### src/rtl/hs_merge_pkg.sv
package hs_merge_pkg;

  typedef enum logic [2:0] {
    ST_IDLE  = 3'd0,
    ST_SETUP = 3'd1,
    ST_PUSH  = 3'd2,
    ST_DROP  = 3'd3,
    ST_DONE  = 3'd4
  } merge_state_t;

  typedef enum logic {
    SRC_X = 1'b0,
    SRC_Y = 1'b1
  } merge_src_t;

endpackage

### src/rtl/hs_merge_ctrl.sv
module hs_merge_ctrl
  import hs_merge_pkg::*;
(
  input  logic       clk,
  input  logic       rst,
  input  logic       x_req,
  input  logic       y_req,
  input  logic       out_ack,
  output logic       x_ack,
  output logic       y_ack,
  output logic       out_req,
  output logic       load,
  output merge_src_t load_src,
  output logic       clear
);

  merge_state_t state;
  merge_src_t   src;
  logic         src_req;

  assign src_req = (src == SRC_X) ? x_req : y_req;

  always_comb begin
    load     = 1'b0;
    load_src = SRC_X;
    clear    = 1'b0;
    if (state == ST_IDLE) begin
      if (x_req) begin
        load     = 1'b1;
        load_src = SRC_X;
      end else if (y_req) begin
        load     = 1'b1;
        load_src = SRC_Y;
      end
    end
    if (state == ST_DROP && !out_ack) clear = 1'b1;
  end

  always_ff @(posedge clk) begin
    if (rst) begin
      state   <= ST_IDLE;
      src     <= SRC_X;
      out_req <= 1'b0;
      x_ack   <= 1'b0;
      y_ack   <= 1'b0;
    end else begin
      case (state)
        ST_IDLE: begin
          if (load) begin
            src   <= load_src;
            state <= ST_SETUP;
          end
        end
        ST_SETUP: begin
          out_req <= 1'b1;
          state   <= ST_PUSH;
        end
        ST_PUSH: begin
          if (out_ack) begin
            out_req <= 1'b0;
            state   <= ST_DROP;
          end
        end
        ST_DROP: begin
          if (!out_ack) begin
            if (src == SRC_X) x_ack <= 1'b1;
            else              y_ack <= 1'b1;
            state <= ST_DONE;
          end
        end
        ST_DONE: begin
          if (!src_req) begin
            x_ack <= 1'b0;
            y_ack <= 1'b0;
            state <= ST_IDLE;
          end
        end
        default: state <= ST_IDLE;
      endcase
    end
  end

  assert_excl_req_R10: assert property (@(posedge clk) disable iff (rst)
    !(x_req && y_req));

  assert_one_ack_R10: assert property (@(posedge clk) disable iff (rst)
    !(x_ack && y_ack));

  assert_ack_after_out_R6: assert property (@(posedge clk) disable iff (rst)
    ($rose(x_ack) || $rose(y_ack)) |-> (!out_req && !$past(out_ack)));

  assert_no_req_in_ack_R9: assert property (@(posedge clk) disable iff (rst)
    (x_ack || y_ack) |-> !out_req);

  assert_ack_fall_R8: assert property (@(posedge clk) disable iff (rst)
    $fell(x_ack) |-> !$past(x_req));

  assert_ack_fall_y_R8: assert property (@(posedge clk) disable iff (rst)
    $fell(y_ack) |-> !$past(y_req));

endmodule

### src/rtl/hs_merge_dpath.sv
module hs_merge_dpath
  import hs_merge_pkg::*;
#(
  parameter int DW = 8
) (
  input  logic          clk,
  input  logic          rst,
  input  logic          load,
  input  merge_src_t    load_src,
  input  logic          clear,
  input  logic [DW-1:0] x_data,
  input  logic [DW-1:0] y_data,
  output logic [DW-1:0] out_data
);

  logic [DW-1:0] picked;

  assign picked = (load_src == SRC_X) ? x_data : y_data;

  always_ff @(posedge clk) begin
    if (rst)        out_data <= '0;
    else if (clear) out_data <= '0;
    else if (load)  out_data <= picked;
  end

endmodule

### src/rtl/hs_merge_top.sv
module hs_merge_top
  import hs_merge_pkg::*;
#(
  parameter int DW = 8
) (
  input  logic          clk,
  input  logic          rst,
  input  logic          x_req,
  output logic          x_ack,
  input  logic [DW-1:0] x_data,
  input  logic          y_req,
  output logic          y_ack,
  input  logic [DW-1:0] y_data,
  output logic          out_req,
  input  logic          out_ack,
  output logic [DW-1:0] out_data
);

  logic       load;
  logic       clear;
  merge_src_t load_src;

  hs_merge_ctrl u_ctrl (
    .clk      (clk),
    .rst      (rst),
    .x_req    (x_req),
    .y_req    (y_req),
    .out_ack  (out_ack),
    .x_ack    (x_ack),
    .y_ack    (y_ack),
    .out_req  (out_req),
    .load     (load),
    .load_src (load_src),
    .clear    (clear)
  );

  hs_merge_dpath #(.DW(DW)) u_dpath (
    .clk      (clk),
    .rst      (rst),
    .load     (load),
    .load_src (load_src),
    .clear    (clear),
    .x_data   (x_data),
    .y_data   (y_data),
    .out_data (out_data)
  );

  assert_reset_R1: assert property (@(posedge clk)
    $past(rst) |-> (!out_req && !x_ack && !y_ack && out_data == '0));

  assert_setup_R4: assert property (@(posedge clk) disable iff (rst)
    $rose(out_req) |-> $stable(out_data));

  assert_hold_R5: assert property (@(posedge clk) disable iff (rst)
    (out_req && $past(out_req)) |-> $stable(out_data));

  assert_clear_R7: assert property (@(posedge clk) disable iff (rst)
    ($rose(x_ack) || $rose(y_ack)) |-> (out_data == '0));

endmodule

### config.mk
export PLATFORM = sky130hd
export DESIGN_NAME = hs_merge_top
export DESIGN_NICKNAME = d
export VERILOG_FILES = /design/src/rtl/hs_merge_pkg.sv /design/src/rtl/hs_merge_ctrl.sv /design/src/rtl/hs_merge_dpath.sv /design/src/rtl/hs_merge_top.sv
export SDC_FILE = /design/constraint.sdc
export NUM_CORES = 1
export LEC_CHECK = 0
export CAP_MARGIN = 40
export CORE_MARGIN = 2
export CORE_UTILIZATION = 41
export DETAILED_ROUTE_END_ITERATION = 8
export PLACE_DENSITY = 0.8
export SLEW_MARGIN = 10
export SYNTH_ARGS = -nofsm -noshare
export SYNTH_HDL_FRONTEND = slang
export SYNTH_SLANG_ARGS = --single-unit
### constraint.sdc
create_clock -name clk -period 1.59 [get_ports clk]
set_input_delay 0.318 -clock clk [delete_from_list [all_inputs] [get_ports clk]]
set_output_delay 0.318 -clock clk [all_outputs]
set_load 0.02 [all_outputs]
After elaboration in Yosys (flattened, before gate mapping)

Index checks and enable logic that the tools add are counted.

Flip-flop bits (word level): 15
Input port bits: 21
Output and inout port bits: 11

Eq/ne operators: 10
Multiplexer cells: 22
Reduce and logical (&&, ||, !) cells: 11

Operators with widths:

| cell               | count |
|---|---|
| $pmux 3 s5         | 1 |
| $mux 1             | 13 |
| $mux 3             | 4 |
| $reduce_and 4->1   | 3 |
| $ne 2x2->1 const B | 5 |
| $mux 8             | 1 |
| $eq 3x2->1 const B | 2 |
| $pmux 1 s2         | 3 |
| $reduce_and 2->1   | 2 |
| $reduce_bool 2->1  | 2 |
| $eq 3x1->1 const B | 1 |
| $eq 3x3->1 const B | 1 |
| $logic_not 3->1    | 1 |
| $ne 2x1->1 const B | 1 |
| $reduce_or 2->1    | 1 |
| $logic_and 1x1->1  | 1 |
| $logic_not 1->1    | 1 |

Longest topological paths before layout

Gate-level depths: netlist (run 1).

Word-level depth: 5
Mapped depth: 6
Mapped depth without buffers: 3

Cells and area by module

A second synthesis (run 1) with hierarchy kept.

Cells, all modules: 87
Area, all modules: 777.0 um^2

By module, submodules not included:

| module         | times used | cells an instance | area each (um^2) | sequential area each (um^2) |
|---|---|---|---|---|
| hs_merge_ctrl  | 1          | 50                | 394.1            | 140.1 |
| hs_merge_dpath | 1          | 37                | 382.9            | 160.2 |

Worst setup path before layout (run 1)

Ideal clock, no wire load.

Path kind: register to register
Start point: register u_ctrl.state[2]
End point: register u_dpath.out_data[1]
Setup time: 0.126 ns
Data arrival time: 1.248 ns
Required time: 1.464 ns
Slack: 0.216 ns
Cell stages (with the launch flop): 7
Path buffers: 3
Clock period less this slack: 1.374 ns
Cells stage by stage: dfxtp_1 -> buf_6 -> or3_1 -> buf_6 -> buf_8 -> o21ai_0 -> a21oi_1

Cells in the longest elaborated chain, start to end: 4
Elaborated cells on any way between the ends: 8
Classes of those cells: eq/ne (1); mux (4); reduce/logical (3)

RTL lines:

| item                             | line                 | text |
|---|---|---|
| from (decl)                      | hs_merge_ctrl.sv:17  | `merge_state_t state;` |
| from (signal assigned)           | hs_merge_ctrl.sv:41  | `state <= ST_IDLE;` |
| from (signal assigned)           | hs_merge_ctrl.sv:51  | `state <= ST_SETUP;` |
| from (signal assigned)           | hs_merge_ctrl.sv:56  | `state <= ST_PUSH;` |
| $eq 3x2->1                       | hs_merge_ctrl.sv:36  | `if (state == ST_DROP && !out_ack) clear = 1'b1;` |
| $logic_and 1x1->1                | hs_merge_ctrl.sv:36  |  |
| $mux 1                           | hs_merge_ctrl.sv:36  |  |
| $reduce_or 2->1 (no source line) | --                   |  |
| to (signal assigned)             | hs_merge_dpath.sv:23 | `else if (load) out_data <= picked;` |
| to (decl)                        | hs_merge_dpath.sv:13 | `output logic [DW-1:0] out_data` |

Parallel ways exist; a longest one is shown, timed or not.
A chain may end at the register's enable or synchronous reset.

Worst setup path in the final report (run 1)

Start point: register u_ctrl.x_ack
End point: output x_ack

RTL lines:

| item                   | line                | text |
|---|---|---|
| from (decl)            | hs_merge_ctrl.sv:9  | `output logic x_ack,` |
| from (signal assigned) | hs_merge_ctrl.sv:44 | `x_ack <= 1'b0;` |
| from (signal assigned) | hs_merge_ctrl.sv:66 | `if (src == SRC_X) x_ack <= 1'b1;` |
| from (signal assigned) | hs_merge_ctrl.sv:73 | `x_ack <= 1'b0;` |
| to (decl)              | hs_merge_top.sv:9   | `output logic x_ack,` |

No word-level cell between the ends.

==> results of run 1 <==
-- cells by family (layout without fill, tap and decap cells) --
| logic type | after synthesis | after routing | share of synthesized area (%) |
|---|---|---|---|
| buffers and inverters | 11 | 45 | 8.78 |
| flip-flops | 15 | 15 | 39.0 |
| AO/OA/AOI/OAI | 34 | 34 | 28.1 |
| multiplexers | 2 | 2 | 2.76 |
| AND/OR/NAND/NOR | 30 | 30 | 21.3 |
-- path summary, 6_finish.rpt --
check / to / cells past startpoint / slack [ps] / start
setup reg to reg: u_dpath.out_data[1] / 3 / 200 / u_ctrl.state[0]
hold / removal: u_dpath.out_data[6] / 2 / 480 / u_dpath.out_data[6]
setup / recovery: x_ack / 1 / 30 / u_ctrl.x_ack
hold reg to reg: u_dpath.out_data[6] / 2 / 480 / u_dpath.out_data[6]
-- per-layer routing --
metal | part of all wire (%) | global-route usage, %
met1 | 42 | 23.0
met2 | 51 | 33.0
met3 | 5.2 | 2.31
met4 | 1.5 | 9.44
met5 | 0 | 0
-- power groups by stage --
stage | Sequential, W | Combinational [W] | Clock [W]
2_1_floorplan | 0.000475 | 0.000152 | 0
3_3_place_gp | 0.000446 | 0.000287 | 0
3_5_place_dp | 0.000448 | 0.000293 | 0
4_1_cts | 0.000440 | 0.000295 | 0.000216
5_1_grt | 0.000445 | 0.000319 | 0.000237
6_report | 0.000440 | 0.000293 | 0.000212
-- flip-flops by register name, indices dropped and copies added (netlist names) --
| name | cells |
|---|---|
| u_ctrl.out_req | 1 |
| u_ctrl.src | 1 |
| u_ctrl.state | 3 |
| u_ctrl.x_ack | 1 |
| u_ctrl.y_ack | 1 |
| u_dpath.out_data | 8 |
-- stage by stage --
stage          setup TNS [ps]  setup slack [ps]  util [%]  instance area, µm²
5_1_grt                     0              1.67      65.4                1140
3_3_place_gp            -1.32             -1.32      63.4                1110
3_5_place_dp             -101             -29.3      63.4                1110
4_1_cts                     0              28.1      64.9                1130
6_report                    0              29.2      65.4                1140
2_1_floorplan               0               216         -                 769
-- cells in the mapped netlist --
cell type,instances
a211oi_1,3
nor3_1,1
a311oi_1,2
dfxtp_1,15
a21oi_1,11
a31oi_1,1
mux2i_1,1
and4bb_4,1
a21o_2,5
mux2_2,1
buf_8,1
or3_1,1
or2_2,1
nand3b_1,7
nand2_1,9
o21ai_0,9
nor4_1,1
o221a_2,1
nor3b_1,1
clkbuf_1,4
inv_1,3
buf_6,2
a21o_1,2
buf_1,1
nor2_1,8
-- placed cells by master (no fill, tap or decap), types with 2 or more instances in the layout --
cell,netlist,routed
dfxtp_1,15,15
a21o_1,2,2
o21ai_0,9,9
a21o_2,5,5
inv_1,3,3
clkbuf_4,0,3
a21oi_1,11,11
clkdlybuf4s50_1,0,28
nand2_1,9,9
a311oi_1,2,2
buf_4,0,7
dlymetal6s2s_1,0,3
nor2_1,8,8
nand3b_1,7,7
a211oi_1,3,3
-- area by class of cell --
cell class	count	area, µm²	area share, %
well taps	25	31.3	2.74
repair buffers	38	370	32.5
flip-flops and latches	15	300	26.3
inverters	3	11.3	0.987
clock buffers	4	26.3	2.30
multi-input cells	66	402	35.2
==> summary.md, run 1 <==
| Metric | Value |
|---|---|
| Outcome | `completed` |
| Final GP Congestion | `0.761` |
| Area of the core | `1750 µm²` |
| Setup crit start kind | `flop` |
| Leakage power | `0.469 nW` |
| Port-buffer cells | `31` |
| Routed WL per cell | `12.9 µm` |
| First-pass DRT Iterations | `4` |
| Die Wd | `47.3 µm` |
| Synthesized instance count | `92` |
| Clock Latency Late Sink | `270 ps` |
| Power after layout | `0.000945 W` |
| Switching power | `0.000282 W` |
| Hold WC Path Type | `reg2reg` |
| Fmax | `0.641 GHz` |
| Vias in the first global route | `724` |
| Yosys top cell area share | `39.0%` |
| # hold bufs at CTS | `0` |
| Worst Setup Path Type | `reg2out` |
| Synthesized net count | `113` |
| Final std cells w/o fill | `151` |
| PD cells | `828 nW/µm²` |
| Max-slew headroom | `69.0%` |
| Synth Register Bits | `15` |
| Tcrit/Tclk final | `98.2%` |
| CP Cell Sequence | `clkdlybuf4s50_1` |
| Largest net degree at the start of global routing | `17` |
| Row Count | `15` |
| Post-layout min period | `1560 ps` |
| Starting Density | `44.1%` |
| All-Layer GR Usage | `19.1%` |
| Synth unique cells | `25` |
| Initial antenna violation count | `0` |
| Fin Hold WS | `483 ps` |
| Setup Viol. Count Final | `0` |
| Fillers | `150` |
| Yosys Warn Count | `0` |
| RSZ-0062 raised after global routing | `false` |
| Switching share of power | `29.8%` |
| Nets | `148` |
| Max cap viols | `0` |
| Number of CTS-inserted buffers | `3` |
| First-pass GRT wire length | `3030 µm` |
| Clock Power Share | `22.5%` |
| 1st-iter DRT viols | `18` |
| N_diodes | `0` |
| WP buf/inv | `1` |
| Synthesized cell area | `769 µm²` |
| Routed Antenna Nets | `0` |
| Die height | `47.3 µm` |
| Routed WL | `1940 µm` |
| Worst Skew | `4.16 ps` |
| Grt ovf | `0` |
| Cell internal pwr | `0.000663 W` |
| Top cells by area, synth | `dfxtp_1 (39%), a21oi_1 (7.2%), nand3b_1 (6.8%), o21ai_0 (5.9%), a21o_2 (5.7%)` |
| Longest Clk Path Bufs | `2` |
| Postcts setup bufs | `0` |
| Register area share after synthesis | `39.0%` |
| Peak supply drop | `580 µV` |
| Root Driver | `clkbuf_4` |
| Avg Inst Size Synth | `8.36 µm²` |
| Routed vias/inst | `5.27` |
| CTS Sinks | `15` |
| Critical path fanouts, max | `2` |
| Worst EP required | `1270 ps` |
| Worst setup EP type | `output port` |
| Share of layout cells above drive strength 1 | `15.1%` |
| Slowest CP cell | `clkdlybuf4s50_1` |
| Worst Tran Pin Value | `466 ps` |
| Placed cells | `147` |
| Post-CTS sizing | `0` |
| IO Pins | `32` |
| Flop pwr share | `46.5%` |
| Critical path arrival | `1240 ps` |
| Gate power share | `31.0%` |
| Synth area leader | `dfxtp_1` |
| Layout area overhead | `48.3%` |
| DIE AREA | `2240 µm²` |
| Fin. max-slew vios | `0` |
| DRC | `0` |
| DP Wirelength | `1470 µm` |
| H-tree Lvls | `1` |
| Final Hold Viols | `0` |
| Max stage delay on crit path | `620 ps` |
| CTS tree | `done` |
| Vias | `796` |
| Worst-path clk slew | `80 ps` |
| Crit path max-delay family | `buffers and inverters` |
Note: power is estimated with default switching activity, not from simulation.
==> inputs of run 2 (changes only) <==
- ABC_AREA: not set -> 0
==> results of run 2 <==
No change in the layout: final DEF, timing and power equal those of run 1.
